--- src/rtl/xlate_pkg.sv ---
package xlate_pkg;

  typedef enum logic [3:0] {
    FLT_NONE        = 4'd0,
    FLT_TBL_LEN     = 4'd1,
    FLT_BAD_DESC    = 4'd2,
    FLT_SEG_ABSENT  = 4'd3,
    FLT_PT_ABSENT   = 4'd4,
    FLT_PT_LEN      = 4'd5,
    FLT_ACCESS      = 4'd6,
    FLT_SEG_OFF     = 4'd7,
    FLT_PAGE_ABSENT = 4'd8,
    FLT_PAGE_WRITE  = 4'd9,
    FLT_OBJ_TRAP    = 4'd10
  } fault_e;

  localparam logic [2:0] ACC_ILOCK = 3'd1;
  localparam logic [2:0] ACC_WRITE = 3'd4;

  // segment descriptor word 0 bit positions
  localparam int SD_VALID   = 0;
  localparam int SD_PRESENT = 1;
  localparam int SD_CONTIG  = 2;
  localparam int SD_TRAP    = 3;
  // page descriptor bit positions
  localparam int PD_PRESENT = 0;
  localparam int PD_WPROT   = 1;

  typedef enum logic [1:0] {MA_SD0, MA_SD1, MA_PD} maSel_e;

  typedef struct packed {
    logic   capture;
    logic   ldW0;
    logic   ldW1;
    logic   ldPd;
    logic   finOk;
    logic   finErr;
    logic   bypass;
    fault_e code;
    maSel_e maSel;
  } strobe_t;

  typedef struct packed {
    logic bypass;
    logic tblLenBad;
    logic sdValid;
    logic sdPresent;
    logic sdContig;
    logic sdTrap;
    logic segOffBad;
    logic ptOffBad;
    logic pdPresent;
    logic pdWprot;
    logic writeLike;
    logic chk;
  } status_t;

endpackage

--- src/rtl/xlate_dpath.sv ---
module xlate_dpath
  import xlate_pkg::*;
#(
  parameter int SECT_BITS = 2,
  parameter int SEG_BITS  = 13,
  parameter int PG_BITS   = 6,
  parameter int OFF_BITS  = 11,
  parameter logic [31:0] IO_BASE = 32'hF000_0000,
  parameter logic [31:0] IO_SPAN = 32'h0100_0000,
  localparam int NSECT = 1 << SECT_BITS,
  localparam int SOFF_BITS = PG_BITS + OFF_BITS
) (
  input  logic                      clk,
  input  logic                      rst_n,
  input  logic                      mmuOn,
  input  logic [32*NSECT-1:0]       sectBase,
  input  logic [SEG_BITS*NSECT-1:0] sectLen,
  input  logic [31:0]               reqVa,
  input  logic [2:0]                reqAcc,
  input  logic                      reqCheck,
  input  logic [31:0]               memData,
  input  strobe_t                   strb,
  output status_t                   stat,
  output logic [31:0]               memAddr,
  output logic [7:0]                lookBits,
  output logic [2:0]                lookAcc,
  output logic                      done,
  output logic                      err,
  output logic [31:0]               paddr,
  output logic [3:0]                faultCode,
  output logic [31:0]               faultAddr,
  output logic [31:0]               varReg
);

  logic [31:0] vaReg, w0, w1, pdReg;
  logic [2:0]  accReg;
  logic        chkReg;

  logic [31:0]         baseArr [NSECT];
  logic [SEG_BITS-1:0] lenArr  [NSECT];

  for (genvar g = 0; g < NSECT; g++) begin : g_sect
    assign baseArr[g] = sectBase[32*g +: 32];
    assign lenArr[g]  = sectLen[SEG_BITS*g +: SEG_BITS];
  end

  logic [SECT_BITS-1:0] sect;
  logic [SEG_BITS-1:0]  seg;
  logic [PG_BITS-1:0]   pg;
  logic [SOFF_BITS-1:0] segOff;
  logic [31:0]          sdAddr, ptOff, pdAddr, maxOff, paNext;
  logic                 isIo;

  assign sect   = vaReg[31 -: SECT_BITS];
  assign seg    = vaReg[SOFF_BITS +: SEG_BITS];
  assign pg     = vaReg[OFF_BITS +: PG_BITS];
  assign segOff = vaReg[SOFF_BITS-1:0];

  assign sdAddr = baseArr[sect] + (32'(seg) << 3);
  assign ptOff  = 32'(pg) << 2;
  assign pdAddr = w1 + ptOff;
  assign maxOff = {13'd0, w0[31:16], 3'b000};
  assign isIo   = (vaReg >= IO_BASE) &&
                  ({1'b0, vaReg} < ({1'b0, IO_BASE} + {1'b0, IO_SPAN}));

  always_comb begin
    stat.bypass    = !mmuOn || isIo;
    stat.tblLenBad = seg > lenArr[sect];
    stat.sdValid   = w0[SD_VALID];
    stat.sdPresent = w0[SD_PRESENT];
    stat.sdContig  = w0[SD_CONTIG];
    stat.sdTrap    = w0[SD_TRAP];
    stat.segOffBad = 32'(segOff) >= maxOff;
    stat.ptOffBad  = ptOff >= maxOff;
    stat.pdPresent = pdReg[PD_PRESENT];
    stat.pdWprot   = pdReg[PD_WPROT];
    stat.writeLike = (accReg == ACC_WRITE) || (accReg == ACC_ILOCK);
    stat.chk       = chkReg;
  end

  always_comb begin
    case (strb.maSel)
      MA_SD1:  memAddr = sdAddr + 32'd4;
      MA_PD:   memAddr = pdAddr;
      default: memAddr = sdAddr;
    endcase
  end

  always_comb begin
    if (strb.bypass)         paNext = vaReg;
    else if (w0[SD_CONTIG])  paNext = w1 + 32'(segOff);
    else                     paNext = {pdReg[31:OFF_BITS], vaReg[OFF_BITS-1:0]};
  end

  assign lookBits = w0[15:8];
  assign lookAcc  = accReg;

  always_ff @(posedge clk) begin
    if (!rst_n) begin
      vaReg <= '0; accReg <= '0; chkReg <= 1'b0;
      w0 <= '0; w1 <= '0; pdReg <= '0;
      done <= 1'b0; err <= 1'b0; paddr <= '0;
      faultCode <= '0; faultAddr <= '0; varReg <= '0;
    end else begin
      if (strb.capture) begin
        vaReg <= reqVa; accReg <= reqAcc; chkReg <= reqCheck;
      end
      if (strb.ldW0) w0 <= memData;
      if (strb.ldW1) w1 <= memData;
      if (strb.ldPd) pdReg <= memData;
      done <= strb.finOk || strb.finErr;
      if (strb.finOk) begin
        err   <= 1'b0;
        paddr <= paNext;
        if (chkReg) varReg <= vaReg;
      end else if (strb.finErr) begin
        err       <= 1'b1;
        faultCode <= strb.code;
        faultAddr <= vaReg;
      end
    end
  end


  done_pulse_chk: assert property (@(posedge clk) disable iff (!rst_n)
    done |=> !done);

  err_code_chk: assert property (@(posedge clk) disable iff (!rst_n)
    (done && err) |-> (faultCode != 4'd0));

  var_keep_chk: assert property (@(posedge clk) disable iff (!rst_n)
    strb.finErr |=> $stable(varReg));

endmodule

--- src/rtl/xlate_ctrl.sv ---
module xlate_ctrl
  import xlate_pkg::*;
(
  input  logic    clk,
  input  logic    rst_n,
  input  logic    reqValid,
  input  logic    memAck,
  input  logic    lookOk,
  input  status_t stat,
  output strobe_t strb,
  output logic    memReq,
  output logic    busy
);

  typedef enum logic [2:0] {
    S_IDLE, S_START, S_RD0, S_RD1, S_EVSD, S_RDPD, S_EVPD
  } state_e;

  state_e st, nxt;

  always_comb begin
    nxt  = st;
    strb = '0;
    strb.maSel = MA_SD0;
    strb.code  = FLT_NONE;
    case (st)
      S_IDLE: if (reqValid) begin strb.capture = 1'b1; nxt = S_START; end
      S_START: begin
        if (stat.bypass) begin
          strb.finOk = 1'b1; strb.bypass = 1'b1; nxt = S_IDLE;
        end else if (stat.tblLenBad) begin
          strb.finErr = 1'b1; strb.code = FLT_TBL_LEN; nxt = S_IDLE;
        end else nxt = S_RD0;
      end
      S_RD0: begin
        strb.maSel = MA_SD0;
        if (memAck) begin strb.ldW0 = 1'b1; nxt = S_RD1; end
      end
      S_RD1: begin
        strb.maSel = MA_SD1;
        if (memAck) begin strb.ldW1 = 1'b1; nxt = S_EVSD; end
      end
      S_EVSD: begin
        nxt = S_IDLE;
        strb.finErr = 1'b1;
        if (!stat.sdValid)              strb.code = FLT_BAD_DESC;
        else if (!stat.sdPresent)       strb.code = stat.sdContig ? FLT_SEG_ABSENT : FLT_PT_ABSENT;
        else if (stat.sdContig) begin
          if (stat.chk && !lookOk)      strb.code = FLT_ACCESS;
          else if (stat.segOffBad)      strb.code = FLT_SEG_OFF;
          else if (stat.chk && stat.sdTrap) strb.code = FLT_OBJ_TRAP;
          else begin strb.finErr = 1'b0; strb.finOk = 1'b1; end
        end else if (stat.ptOffBad)     strb.code = FLT_PT_LEN;
        else begin strb.finErr = 1'b0; nxt = S_RDPD; end
      end
      S_RDPD: begin
        strb.maSel = MA_PD;
        if (memAck) begin strb.ldPd = 1'b1; nxt = S_EVPD; end
      end
      S_EVPD: begin
        nxt = S_IDLE;
        strb.finErr = 1'b1;
        if (stat.chk && !lookOk)        strb.code = FLT_ACCESS;
        else if (!stat.pdPresent)       strb.code = FLT_PAGE_ABSENT;
        else if (stat.chk && stat.writeLike && stat.pdWprot) strb.code = FLT_PAGE_WRITE;
        else begin strb.finErr = 1'b0; strb.finOk = 1'b1; end
      end
      default: nxt = S_IDLE;
    endcase
  end

  always_ff @(posedge clk) begin
    if (!rst_n) st <= S_IDLE;
    else        st <= nxt;
  end

  assign memReq = (st == S_RD0) || (st == S_RD1) || (st == S_RDPD);
  assign busy   = (st != S_IDLE);


  mem_hold_chk: assert property (@(posedge clk) disable iff (!rst_n)
    (memReq && !memAck) |=> (memReq && $stable(strb.maSel)));

  accept_chk: assert property (@(posedge clk) disable iff (!rst_n)
    $rose(busy) |-> $past(reqValid));

endmodule

--- src/rtl/seg_xlate_top.sv ---
module seg_xlate_top
  import xlate_pkg::*;
#(
  parameter int SECT_BITS = 2,
  parameter int SEG_BITS  = 13,
  parameter int PG_BITS   = 6,
  parameter int OFF_BITS  = 11,
  parameter logic [31:0] IO_BASE = 32'hF000_0000,
  parameter logic [31:0] IO_SPAN = 32'h0100_0000,
  localparam int NSECT = 1 << SECT_BITS
) (
  input  logic                      clk,
  input  logic                      rst_n,
  input  logic                      mmuOn,
  input  logic [32*NSECT-1:0]       sectBase,
  input  logic [SEG_BITS*NSECT-1:0] sectLen,
  input  logic                      reqValid,
  input  logic [31:0]               reqVa,
  input  logic [2:0]                reqAcc,
  input  logic                      reqCheck,
  output logic                      busy,
  output logic                      memReq,
  output logic [31:0]               memAddr,
  input  logic                      memAck,
  input  logic [31:0]               memData,
  output logic [7:0]                lookBits,
  output logic [2:0]                lookAcc,
  input  logic                      lookOk,
  output logic                      done,
  output logic                      err,
  output logic [31:0]               paddr,
  output logic [3:0]                faultCode,
  output logic [31:0]               faultAddr,
  output logic [31:0]               varReg
);

  strobe_t strb;
  status_t stat;

  xlate_ctrl u_ctrl (
    .clk(clk), .rst_n(rst_n), .reqValid(reqValid), .memAck(memAck),
    .lookOk(lookOk), .stat(stat), .strb(strb), .memReq(memReq), .busy(busy)
  );

  xlate_dpath #(
    .SECT_BITS(SECT_BITS), .SEG_BITS(SEG_BITS), .PG_BITS(PG_BITS),
    .OFF_BITS(OFF_BITS), .IO_BASE(IO_BASE), .IO_SPAN(IO_SPAN)
  ) u_dpath (
    .clk(clk), .rst_n(rst_n), .mmuOn(mmuOn), .sectBase(sectBase),
    .sectLen(sectLen), .reqVa(reqVa), .reqAcc(reqAcc), .reqCheck(reqCheck),
    .memData(memData), .strb(strb), .stat(stat), .memAddr(memAddr),
    .lookBits(lookBits), .lookAcc(lookAcc), .done(done), .err(err),
    .paddr(paddr), .faultCode(faultCode), .faultAddr(faultAddr),
    .varReg(varReg)
  );

endmodule

--- config.mk ---
export PLATFORM = sky130hd
export DESIGN_NAME = seg_xlate_top
export DESIGN_NICKNAME = d
export VERILOG_FILES = /design/src/rtl/xlate_pkg.sv /design/src/rtl/xlate_dpath.sv /design/src/rtl/xlate_ctrl.sv /design/src/rtl/seg_xlate_top.sv
export SDC_FILE = /design/constraint.sdc
export NUM_CORES = 1
export LEC_CHECK = 0
export ABC_AREA = 1
export BUFFER_PORTS_ARGS = -buffer_cell sky130_fd_sc_hd__buf_2
export CAP_MARGIN = 20
export CORE_MARGIN = 2
export CORE_UTILIZATION = 25
export CTS_CLUSTER_DIAMETER = 60
export DETAILED_ROUTE_END_ITERATION = 10
export GPL_TIMING_DRIVEN = 0
export PLACE_DENSITY = 0.46
export SLEW_MARGIN = 20
export SYNTH_ARGS = -nofsm -noshare
export SYNTH_HDL_FRONTEND = slang
export SYNTH_HIERARCHICAL = 1
export SYNTH_SLANG_ARGS = --single-unit
--- constraint.sdc ---
create_clock -name clk -period 5.8 [get_ports clk]
set_clock_uncertainty 0.2 [all_clocks]
set_input_delay 1.45 -clock clk [delete_from_list [all_inputs] [get_ports clk]]
set_output_delay 1.45 -clock clk [all_outputs]
set_load 0.05 [all_outputs]
Yosys cells after proc, flatten, opt, wreduce, memory -nomap -nowiden
Index checks and enable logic that the tools add are counted.
{"block": "op_classes", "addsub": 4, "magnitude_cmp": 6, "n_eq_ne": 14, "n_mux": 57, "bitwise": 3, "n_reduce_logical": 18}
{"op": "$mux 32", "count": 4}
{"op": "$bmux 32 s2", "count": 1}
{"op": "$pmux 32 s2", "count": 1}
{"op": "$mux 4", "count": 10}
{"op": "$add 32x16->32", "count": 1}
{"op": "$add 32x17->32", "count": 1}
{"op": "$add 32x3->32 const B", "count": 1}
{"op": "$add 32x8->32", "count": 1}
{"op": "$ge 32x32->1 const B", "count": 1}
{"op": "$lt 32x32->1 const B", "count": 1}
{"op": "$mux 3", "count": 10}
{"op": "$bmux 13 s2", "count": 1}
{"op": "$mux 13", "count": 2}
{"op": "$mux 2", "count": 10}
{"op": "$ge 17x19->1", "count": 1}
{"op": "$ge 8x19->1", "count": 1}
{"op": "$pmux 3 s6", "count": 1}
{"op": "$mux 1", "count": 14}
{"op": "$gt 13x13->1", "count": 1}
{"op": "$eq 3x3->1 const B", "count": 4}
{"op": "$pmux 4 s3", "count": 1}
{"op": "$ne 2x2->1 const B", "count": 4}
{"op": "$eq 3x1->1 const B", "count": 2}
{"op": "$eq 3x2->1 const B", "count": 2}
{"op": "15 further kinds", "count": 26}
{"block": "totals", "regBits": 237, "in_bits": 254, "out_inout_bits": 147, "elab_cells": 115}

Logic depth before layout (Yosys ltp)
Gate-level depths: netlist of the first run.
{"block": "logic_depth", "word_depth": 10, "depth_mapped": 29, "depth_no_buf": 24}

Hierarchy
The synthesis of the first run kept the hierarchy.
{"mod": "xlate_dpath", "n_inst": 1, "cells_per_inst": 2388, "area_per_inst_um2": 14988.1, "seq_area_each_um2": 4424.2}
{"mod": "xlate_ctrl", "n_inst": 1, "cells_per_inst": 100, "area_per_inst_um2": 489.2, "seq_area_each_um2": 60.1}

Least setup slack after synthesis of the first run
Ideal clock, no wire load.
{"block": "synth_timing", "kind": "input port to output port", "from": "input sectBase[67]", "to": "output memAddr[28]", "t_arrival_ns": 4.503, "required_ns": 4.150, "setup_slack_ns": -0.353, "stages": 18, "path_buffers": 0, "path_cell_list": "o21ai_0 > o22ai_1 > ha_1 > inv_1 > fa_1 > nand3b_1 > nand2_1 > nand3_1 > nand3_1 > xor2_1 > nand3_1 > nor2_2 > nand2_2 > nor2_8 > nand3_1 > nand2_1 > nand3_1 > a21oi_1"}
{"block": "synth_via", "elab_chain_cells": 6}
{"item": "from (decl)", "line_no": "seg_xlate_top.sv:15", "source": "input logic [32*NSECT-1:0] sectBase,"}
{"item": "$bmux 32 s2 *", "line_no": "xlate_dpath.sv:59", "source": "assign sdAddr = baseArr[sect] + (32'(seg) << 3);"}
{"item": "$mux 32 (implied by the code) * (2 in a row)", "line_no": "xlate_dpath.sv:59"}
{"item": "$add 32x16->32 *", "line_no": "xlate_dpath.sv:59"}
{"item": "$add 32x3->32", "line_no": "xlate_dpath.sv:83", "source": "MA_SD1: memAddr = sdAddr + 32'd4;"}
{"item": "$pmux 32 s2 *", "line_no": "xlate_dpath.sv:82", "source": "case (strb.maSel)"}
{"item": "to (decl)", "line_no": "seg_xlate_top.sv:23", "source": "output logic [31:0] memAddr,"}
Mark *: on every way between the ends. The rest lies on a longest branch, timed or not. The select of a mux whose other input is x is not followed.

Worst setup path in the final report of the first run
{"block": "layout_timing", "from": "input sectBase[67]", "to": "output memAddr[22]"}
Same word-level chain as after synthesis.

==> flow_metrics.py, run 1 <==
metrics = {
    "grt": {
        "gr-usage-met3_pct": 2.57,
        "grt_pass1_wl_um": 116000,
        "antenna_found_initial": 8,
        "grtUsageMet1_pct": 31.6,
        "globalRoute.busiestLayer": "met2",
        "grt_overflow": 0,
        "grt_pass1_vias": 18200,
        "grt_max_degree": 20,
        "met2_usage_pct": 41.5,
        "grt_usage_pct": 23.9,
    },
    "worst_hold_path": {
        "hp-start": "u_dpath/pdReg[21]",
        "hold_path_class": "reg2reg",
        "hold_depth": 2,
        "min_to": "u_dpath/pdReg[21]",
    },
    "clocking": {
        "cts_tree": "done",
        "htreeDepth": 1,
        "postCtsHoldBufs": 0,
        "clk_latency_ns": 0.56,
        "cts.clk_slew.worst_paths_ns": 0.06,
        "clock_sinks": 224,
        "cts_root_buf": "clkbuf_16",
        "cts-buffers-inserted": 25,
        "cts_buffer_depth": 3,
    },
    "sta": {
        "hold_viol": 0,
        "hold_ws_ns": 0.265,
        "rsz0062_at_grt": "true",
        "period_share_pct": 104,
        "tightest_slew_ns": 0.853,
        "setup_viol": 19,
        "period_minus_slack_ns": 6.01,
        "max_slew_margin_pct": 42.6,
        "finalWorstSetupSlack_ns": -0.206,
        "max_freq_mhz": 167,
        "final_max_slew_viol_count": 0,
    },
    "placement": {
        "place_congestion": 0.944,
        "dpl.hpwl_um": 63900,
        "portBuffers": 400,
    },
    "pwr": {
        "power.density_nw_per_um2": 279,
        "netSwitchingFraction_pct": 42.0,
        "clkPwrFrac_pct": 28.6,
        "p_leak_nw": 9.64,
        "internal_power_mw": 3.37,
        "combPwrFrac_pct": 41.2,
        "power_mw": 5.80,
        "ir_worst_vdd_mv": 0.168,
        "p_seq_share_pct": 30.2,
        "p_switching_mw": 2.44,
    },
    "logic_synthesis": {
        "synth_area_leaders": "dfxtp_1, nand2_1, nor2_1",
        "async_flop_share_pct": 0,
        "ys_ff_latch": 224,
        "synthesis.nets": 2816,
        "postSynthCellCount": 2488,
        "synth_top_area_share_pct": 29.0,
        "synth_top_area_cell": "dfxtp_1",
        "synth_seq_area_share_pct": 29.0,
        "synth_cell_types": 51,
        "synth-edff-count": 0,
        "ys_warn_count": 6,
        "synthFlopType": "dfxtp_1",
        "synthesis.area_sq_um": 15500,
        "avgSynthCellArea_sq_um": 6.22,
    },
    "cells_and_area": {
        "multi_input_area_sq_um": 10300,
        "filler_cell_count": 6820,
        "nNetsFinal": 3280,
        "layout-drive-gt1-share_pct": 24.7,
        "synthToLayoutAreaGrowth_pct": 34.6,
        "regArea_sq_um": 4490,
    },
    "drt": {
        "drtPass1Iterations": 5,
        "first_iter_violations": 1648,
        "ant_nets": 0,
        "routed_wl_um": 78900,
        "wl_per_cell_um": 20.9,
        "post-route-drc-count": 0,
        "viasPerCell": 5.02,
        "vias": 18900,
    },
    "setup_path": {
        "cp_max_fo": 4,
        "rr_worst_depth": 22,
        "rr_startpoint": "u_dpath/vaReg[31]",
        "rrSetupSlack_ns": 0.66,
        "crit_required_ns": 4.15,
        "arrival_ns": 4.36,
        "worst_setup_path_start_kind": "input port",
        "critPathKind": "in2out",
        "r2r_end": "u_dpath/faultCode[2]",
        "end_kind": "output port",
    },
    "floorplanning": {
        "start_util_pct": 25.2,
        "dieArea_sq_um": 63900,
        "pin_count": 401,
        "die_w_um": 253,
        "die_height_um": 253,
        "rows": 91,
        "fp.coreArea_sq_um": 61500,
    },
    "status": {
        "violations": "negative setup slack",
        "outcome": "complete, but fails checks",
    },
    "job": {
        "maxCapViolCount": 0,
    },
}
metal layers:
layer / share of wire, % / wire length (um) / up-vias
met1: 45 / 35100 / 8928
met5: 0.034 / 27 / -
met3: 5.5 / 4330 / 96
met2: 48 / 37600 / 662
met4: 2.2 / 1730 / 4
li1: - / - / 9209
registers in the layout, indices dropped and copies added (netlist names):
name / count
u_dpath/vaReg: 32
u_dpath/lookAcc: 3
u_dpath/pdReg: 23
u_dpath/w1: 32
u_dpath/faultCode: 4
u_dpath/err: 1
u_dpath/varReg: 32
u_dpath/faultAddr: 32
u_dpath/w0: 28
u_dpath/done: 1
u_dpath/paddr: 32
u_dpath/chkReg: 1
u_ctrl/st: 3
per-stage QoR:
step | setup WS, ns | instance area, sq um | setup TNS (ns) | std cells | utilization (%)
after floorplan | -0.0987 | 15600 | -0.0987 | 2488 | -
after global placement | -1.90 | 18600 | -48.41 | 3678 | 30.2
after detailed placement | -2.01 | 18600 | -50.95 | 3678 | 30.2
after CTS | -0.266 | 20400 | -3.10 | 3745 | 33.3
after global routing | -0.411 | 20800 | -5.93 | 3764 | 33.9
final | -0.206 | 20800 | -2.17 | 3764 | 33.9
kinds of logic (layout without fill, tap and decap cells):
family | after synthesis | count (layout) | synth area share (%)
compound gates | 620 | 620 | 21.6
xor+xnor | 17 | 17 | 0.962
fa+ha+maj | 74 | 74 | 6.13
buf+inv | 355 | 836 | 9.31
flops | 224 | 224 | 29.0
other cells | 0 | 4 | 0
simple gates | 1198 | 1199 | 33.0
cell usage after synthesis, types with 10 or more instances:
cell type and count:
o21ai_0 306, nand3_1 174, nor2_1 444, a32o_1 15, buf_4 22, a31oi_1 13
o211ai_1 10, nand2_1 459, nand4_1 25, o22ai_1 17, dfxtp_1 224, inv_1 205
ha_1 71, nor2_2 13, nand2_2 24, a21oi_1 215, a22oi_1 10, inv_2 11
nor3_1 18, clkbuf_1 91
critical path: stages:
cell	delay, ns
buf_6	0.08
o21ai_4	0.06
o22ai_4	0.21
ha_2	0.24
inv_2	0.04
fa_2	0.37
nand3b_1	0.20
nand2_2	0.14
nand2_1	0.08
nand2_2	0.12
xnor2_4	0.10
buf_4	0.17
inv_2	0.07
nand2_4	0.06
nor2_4	0.14
nand2_4	0.10
buf_12	0.14
nor2_4	0.15
o21ai_1	0.08
nand2_1	0.06
nand2_1	0.07
nand2_2	0.10
buf_8	0.15
area by class of cell:
cell class | instances | share of cell area (%)
repair buffers | 439 | 12.0
inverters | 222 | 4.10
multi-input cells | 1910 | 49.6
well taps | 790 | 4.75
diodes | 4 | 0.0481
flip-flops and latches | 224 | 21.6
clock inverters | 13 | 0.685
clock buffers | 32 | 3.37
plain buffers | 130 | 3.82
cell usage in the layout (no fill, tap or decap), drive strengths merged, types with 4 or more instances in the layout:
cell | synthesis | final
a21boi | 4 | 4
a21oi | 215 | 215
a22oi | 10 | 10
a31oi | 13 | 13
a32o | 15 | 15
and2 | 5 | 5
buf | 42 | 478
clkbuf | 91 | 123
clkinv | 6 | 13
dfxtp | 224 | 224
diode | 0 | 4
ha | 71 | 71
inv | 216 | 218
nand2 | 484 | 484
nand3 | 181 | 181
nand3b | 6 | 6
nand4 | 25 | 25
nor2 | 465 | 466
nor3 | 21 | 21
nor4 | 8 | 8
o211ai | 10 | 10
o21a | 6 | 6
o21ai | 312 | 312
o221ai | 5 | 5
o22ai | 17 | 17
xnor2 | 9 | 9
xor2 | 8 | 8
timing repair:
item                                    4_1_cts  5_1_grt
gates cloned                                  1        0
pin swaps                                    60       44
setup buffers                                24       15
endpoints found under the hold margin         0        0
resized for setup                           222       78
endpoints found under the setup margin       65       30
power by group through the flow:
| stage | combinational [mW] | clock (mW) | sequential [mW] |
|---|---|---|---|
| 6_report | 2.39 | 1.66 | 1.75 |
| 3_3_place_gp | 1.99 | 0 | 1.78 |
| 3_5_place_dp | 2.00 | 0 | 1.78 |
| 4_1_cts | 2.28 | 1.69 | 1.75 |
| 5_1_grt | 2.58 | 1.76 | 1.76 |
| 2_1_floorplan | 1.23 | 0 | 1.85 |
worst max path at each step:
stage / endpoint / cells after the start / from
floorplan: memAddr[28] / 18 / sectBase[67]
global placement: memAddr[31] / 23 / u_dpath/vaReg[30]
detailed placement: memAddr[31] / 23 / u_dpath/vaReg[30]
CTS: memAddr[31] / 21 / sectBase[67]
global route: memAddr[24] / 24 / sectBase[67]
finish: memAddr[22] / 23 / sectBase[67]
Note: power is estimated with default switching activity, not from simulation.
==> run 2, diff against run 1 <==
==> constraint.sdc (replaced) <==
create_clock -name clk -period 7.45 [get_ports clk]
set_clock_uncertainty 0.2 [all_clocks]
set_input_delay 1.8625 -clock clk [delete_from_list [all_inputs] [get_ports clk]]
set_output_delay 1.8625 -clock clk [all_outputs]
set_load 0.05 [all_outputs]
==> flow_metrics.py, run 2 (synthesis gave the netlist of run 1 again) <==
metrics = {
    "status": {
        "outcome": "complete, no violations",
    },
    "worst_hold_path": {
        "hp-start": "u_dpath/pdReg[21]",
        "min_to": "u_dpath/pdReg[21]",
        "hold_path_class": "reg2reg",
        "hold_depth": 2,
    },
    "pwr": {
        "p_seq_share_pct": 31.4,
        "power_mw": 4.34,
        "power.density_nw_per_um2": 222,
        "clkPwrFrac_pct": 32.2,
        "internal_power_mw": 2.52,
        "ir_worst_vdd_mv": 0.113,
        "netSwitchingFraction_pct": 41.8,
        "p_switching_mw": 1.81,
        "p_leak_nw": 9.25,
        "combPwrFrac_pct": 36.3,
    },
    "sta": {
        "hold_viol": 0,
        "final_max_slew_viol_count": 0,
        "rsz0062_at_grt": "false",
        "period_minus_slack_ns": 7.08,
        "max_freq_mhz": 141,
        "fin_setup_tns_ns": 0,
        "period_share_pct": 95.0,
        "max_slew_margin_pct": 42.4,
        "setup_viol": 0,
        "hold_ws_ns": 0.262,
        "tightest_slew_ns": 0.860,
    },
    "drt": {
        "post-route-drc-count": 0,
        "viasPerCell": 5.00,
        "routed_wl_um": 77000,
        "drtPass1Iterations": 6,
        "ant_nets": 0,
        "vias": 18600,
        "first_iter_violations": 1580,
        "wl_per_cell_um": 20.6,
    },
    "clocking": {
        "htreeDepth": 1,
        "clk_latency_ns": 0.57,
        "cts.clk_slew.worst_paths_ns": 0.07,
        "cts_buffer_depth": 3,
        "cts_root_buf": "clkbuf_16",
        "clock_sinks": 224,
        "cts-buffers-inserted": 27,
        "cts_tree": "done",
    },
    "floorplanning": {
        "start_util_pct": 25.2,
        "fp.coreArea_sq_um": 61500,
        "pin_count": 401,
        "dieArea_sq_um": 63900,
        "rows": 91,
        "die_w_um": 253,
        "die_height_um": 253,
    },
    "cells_and_area": {
        "layout_common_cells": "nand2_1, nor2_1, buf_2",
        "fin_util_pct": 31.8,
        "layout-drive-gt1-share_pct": 19.6,
        "final_common_cell": "nand2_1",
        "stdcell_area_sq_um": 19600,
        "nNetsFinal": 3243,
        "synthToLayoutAreaGrowth_pct": 26.4,
    },
    "setup_path": {
        "crit_buf_inv": 3,
        "slowest_stage": "fa_2",
        "r2r_end": "u_dpath/faultAddr[22]",
        "end_kind": "output port",
        "rr_startpoint": "u_dpath/vaReg[31]",
        "max_stage_delay_ns": 0.37,
        "rrSetupSlack_ns": 2.07,
        "rr_worst_depth": 22,
        "crit_path_frequent_cell": "nand2_1",
        "cp_top_family": "simple AND/OR/NAND/NOR gates",
        "critPathKind": "in2out",
        "arrival_ns": 5.01,
        "cp_cell_sequence": "buf_2 > o21ai_0 > o22ai_2 > ha_4 > inv_1 > fa_2 > nand3b_1 > nand2_1 > nand2_1 > nand2_1 > xnor2_2 > nor2_2 > nand3b_1 > nor2_1 > nand2_1 > nor2_4 > nand3_1 > nand2_1 > nand3_1 > a21oi_1 > clkbuf_4",
        "worst_setup_path_start_kind": "input port",
        "cp_max_fo": 5,
        "crit_required_ns": 5.39,
    },
    "placement": {
        "dpl.hpwl_um": 63400,
        "place_congestion": 0.945,
        "place_area_sq_um": 18500,
        "portBuffers": 400,
    },
    "grt": {
        "grt_pass1_vias": 17800,
        "grt_max_degree": 20,
        "grt_pass1_wl_um": 112000,
        "antenna_found_initial": 10,
        "grt_usage_pct": 23.3,
        "grt_overflow": 0,
    },
    "job": {
        "maxCapViolCount": 0,
    },
}
[run 2: metal layers]
layer	up-vias	global-route usage (%)	share of wire (%)
met4	2	6.81	2.5
met3	104	2.78	6.2
met1	8662	30.9	45
li1	9149	-	-
met2	722	39.5	46
met5	-	0	0.014
[run 2: power by group through the flow]
stage                     clock network, mW  registers, mW  logic (mW)
final                                  1.40           1.36        1.58
after global routing                   1.47           1.37        1.72
after CTS                              1.43           1.36        1.55
after detailed placement                  0           1.39        1.54
after global placement                    0           1.39        1.53
after floorplan                           0           1.44       0.937
[run 2: final cells by class]
| cell class | count | area [sq um] |
|---|---|---|
| Antenna cell | 7 | 17.5 |
| Buffer | 129 | 627 |
| Clock buffer | 32 | 734 |
| Clock inverter | 16 | 208 |
| Fill cell | 6956 | 41900 |
| Inverter | 222 | 833 |
| Multi-Input combinational cell | 1909 | 9620 |
| Sequential cell | 224 | 4490 |
| Tap cell | 790 | 988 |
| Timing Repair Buffer | 402 | 2050 |
[run 2: worst reg2reg max path: cells and delay by family, from the launching register on]
kind                       cells  cell delay, ns
buffers and inverters          7            1.72
and+or+nand+nor                6            1.37
AOI/OAI and AO/OA              8            1.36
DFF                            1            0.34
adders and majority gates      1            0.30
[run 2: worst max path at each step]
stage,start,to,cells after the start
2_1_floorplan,sectBase[67],memAddr[28],18
3_3_place_gp,u_dpath/vaReg[30],memAddr[27],23
3_5_place_dp,u_dpath/vaReg[30],memAddr[30],23
4_1_cts,u_dpath/vaReg[30],memAddr[30],25
5_1_grt,sectBase[67],memAddr[30],23
6_report,sectBase[67],memAddr[29],21
[run 2: what timing repair did]
| item | 4_1_cts | 5_1_grt |
|---|---|---|
| setup buffers | 0 | 2 |
| gates resized for setup | 20 | 30 |
| endpoints found under the setup margin | 26 | 18 |
| pin swaps | 0 | 4 |
| hold buffers | 0 | 0 |
| cloned | 0 | 0 |
[run 2: stage by stage]
| step | cells | setup WS (ns) |
|---|---|---|
| floorplan | 2488 | 0.472 |
| global placement | 3678 | -0.570 |
| detailed placement | 3678 | -0.622 |
| CTS | 3724 | 0.0162 |
| global route | 3730 | 0.0369 |
| finish | 3731 | 0.375 |
==> run 3, diff against run 2 <==
--- a/config.mk
+++ b/config.mk
@@ -6,10 +6,11 @@
 export NUM_CORES = 1
 export LEC_CHECK = 0
 export ABC_AREA = 1
+export ABC_CLOCK_PERIOD_IN_PS = 7450
 export BUFFER_PORTS_ARGS = -buffer_cell sky130_fd_sc_hd__buf_2
-export CAP_MARGIN = 20
 export CORE_MARGIN = 2
 export CORE_UTILIZATION = 25
+export CTS_BUF_LIST = sky130_fd_sc_hd__clkbuf_2 sky130_fd_sc_hd__clkbuf_4 sky130_fd_sc_hd__clkbuf_8
 export CTS_CLUSTER_DIAMETER = 60
 export DETAILED_ROUTE_END_ITERATION = 10
 export GPL_TIMING_DRIVEN = 0
==> flow_metrics.py, run 3 (synthesis gave the netlist of run 1 again) <==
metrics = {
    "status": {
        "outcome": "complete, no violations",
    },
    "setup_path": {
        "critPathKind": "in2out",
        "crit_required_ns": 5.39,
        "end_kind": "output port",
        "crit_path_frequent_cell": "nand2_1",
        "cp_top_family": "simple AND/OR/NAND/NOR gates",
        "slowest_stage": "fa_2",
        "rr_startpoint": "u_dpath/vaReg[31]",
        "crit_buf_inv": 4,
        "arrival_ns": 5.02,
        "cp_max_fo": 9,
        "rr_worst_depth": 22,
        "max_stage_delay_ns": 0.37,
        "worst_setup_path_start_kind": "input port",
        "rrSetupSlack_ns": 2.04,
        "cp_cell_sequence": "buf_2 > o21ai_0 > o22ai_2 > ha_4 > inv_1 > fa_2 > nand3b_1 > nand2_1 > nand2_1 > nand2_2 > nand3_1 > inv_1 > nand2_1 > nor2_4 > nand2_2 > nor2_2 > nand2_2 > nor2_8 > nand3_1 > nand2_1 > nand3_1 > a21oi_2 > buf_6",
        "r2r_end": "u_dpath/faultAddr[22]",
    },
    "placement": {
        "place_congestion": 0.945,
        "portBuffers": 400,
        "dpl.hpwl_um": 63400,
        "place_worst_setup_slack_ns": -0.622,
        "dp.cells": 3678,
    },
    "clocking": {
        "cts_buffer_depth": 3,
        "postCtsHoldBufs": 0,
        "cts-buffers-inserted": 40,
        "clk_latency_ns": 0.57,
        "clock_sinks": 224,
        "htreeDepth": 2,
        "cts_tree": "done",
        "cts_root_buf": "clkbuf_8",
        "cts.clk_slew.worst_paths_ns": 0.06,
    },
    "cells_and_area": {
        "synthToLayoutAreaGrowth_pct": 26.0,
        "layout-drive-gt1-share_pct": 20.3,
        "layout_common_cells": "nand2_1, nor2_1, buf_2",
        "final_common_cell": "nand2_1",
        "stdcell_count": 3753,
        "fin_util_pct": 31.7,
        "nNetsFinal": 3256,
    },
    "floorplanning": {
        "dieArea_sq_um": 63900,
        "fp.coreArea_sq_um": 61500,
        "die_height_um": 253,
        "rows": 91,
        "start_util_pct": 25.2,
        "pin_count": 401,
        "die_w_um": 253,
    },
    "drt": {
        "ant_nets": 0,
        "drtPass1Iterations": 6,
        "first_iter_violations": 1664,
        "post-route-drc-count": 0,
        "routed_wl_um": 77100,
        "wl_per_cell_um": 20.5,
        "viasPerCell": 4.98,
        "vias": 18700,
    },
    "pwr": {
        "ir_worst_vdd_mv": 0.0887,
        "p_leak_nw": 9.26,
        "power.density_nw_per_um2": 216,
    },
    "worst_hold_path": {
        "hold_path_class": "reg2reg",
        "hold_depth": 2,
        "hp-start": "u_dpath/pdReg[19]",
        "min_to": "u_dpath/pdReg[19]",
    },
    "sta": {
        "final_max_slew_viol_count": 0,
        "rsz0062_at_grt": "false",
        "setup_viol": 0,
        "tightest_slew_ns": 0.891,
        "finalWorstSetupSlack_ns": 0.363,
        "max_slew_margin_pct": 40.4,
        "hold_viol": 0,
        "period_share_pct": 95.1,
        "period_minus_slack_ns": 7.09,
        "max_freq_mhz": 141,
    },
    "grt": {
        "grt_pass1_vias": 17900,
        "antenna_found_initial": 9,
        "grt_max_degree": 20,
        "grt_usage_pct": 23.4,
        "grt_overflow": 0,
        "grt_pass1_wl_um": 112000,
    },
    "job": {
        "maxCapViolCount": 0,
    },
}
==> run 3: worst register-to-register path: stages (launching register included) <==
cell and delay (ns):
dfxtp_1 0.34, buf_4 0.18, inv_2 0.16, buf_4 0.29, buf_1 0.41, a21oi_1 0.09, a32o_1 0.25, ha_1 0.30
nand2_1 0.07, o21a_1 0.16, o21ai_0 0.17, a21oi_1 0.08, o21ai_0 0.14, a221oi_1 0.10, a31oi_1 0.36, nand4_1 0.22
nand3_1 0.18, inv_1 0.07, nor2_1 0.68, inv_2 0.27, buf_1 0.34, nor2_1 0.19, nor2_1 0.06
==> run 3: where the power goes <==
| group | total, mW | switching (mW) | leakage [nW] | internal, mW |
|---|---|---|---|---|
| logic | 1.58 | 1.13 | 6.97 | 0.447 |
| registers | 1.36 | 0.102 | 1.82 | 1.26 |
| clock network | 1.28 | 0.553 | 0.470 | 0.730 |
| total | 4.22 | 1.78 | 9.26 | 2.44 |
==> run 3: area by class of cell <==
cell class	instances	area, sq um
well taps	790	988
clock buffers	60	763
diodes	6	15.0
repair buffers	402	2050
flip-flops and latches	224	4490
inverters	222	833
fillers	6978	42000
plain buffers	129	627
clock inverters	11	120
multi-input cells	1909	9620
==> run 3: metrics by stage <==
step	power [mW]	instance area, sq um	hold WS, ns	setup TNS [ns]
final	4.22	19500	0.263	0
after CTS	4.23	19400	0.261	0
after global routing	4.45	19500	0.283	0
after global placement	2.92	18500	0.248	-8.52
after floorplan	2.38	15500	0.234	0
after detailed placement	2.92	18500	0.251	-9.09
==> run 3: per-layer routing <==
layer  global-route usage, %  vias to the layer above  part of all wire, %
li1                        -                     9158                    -
met1                    30.9                     8639                   44
met4                    7.20                        2                  2.6
met3                    2.94                      109                  6.5
met5                       0                        -                0.014
met2                    39.5                      766                   46
==> run 3: worst max path at each step <==
stage | slack [ns] | cells after the start | to | start
floorplan | 0.47 | 18 | memAddr[28] | sectBase[67]
global placement | -0.57 | 23 | memAddr[27] | u_dpath/vaReg[30]
detailed placement | -0.62 | 23 | memAddr[30] | u_dpath/vaReg[30]
CTS | 0.006 | 25 | memAddr[30] | u_dpath/vaReg[30]
global route | 0.04 | 23 | memAddr[30] | sectBase[67]
finish | 0.36 | 23 | memAddr[30] | sectBase[67]
==> run 3: what timing repair did <==
action	CTS	global route
setup buffers	0	2
endpoints found under the setup margin	26	18
resized for setup	20	31
hold endpoints to repair	0	0
pin swaps	0	4
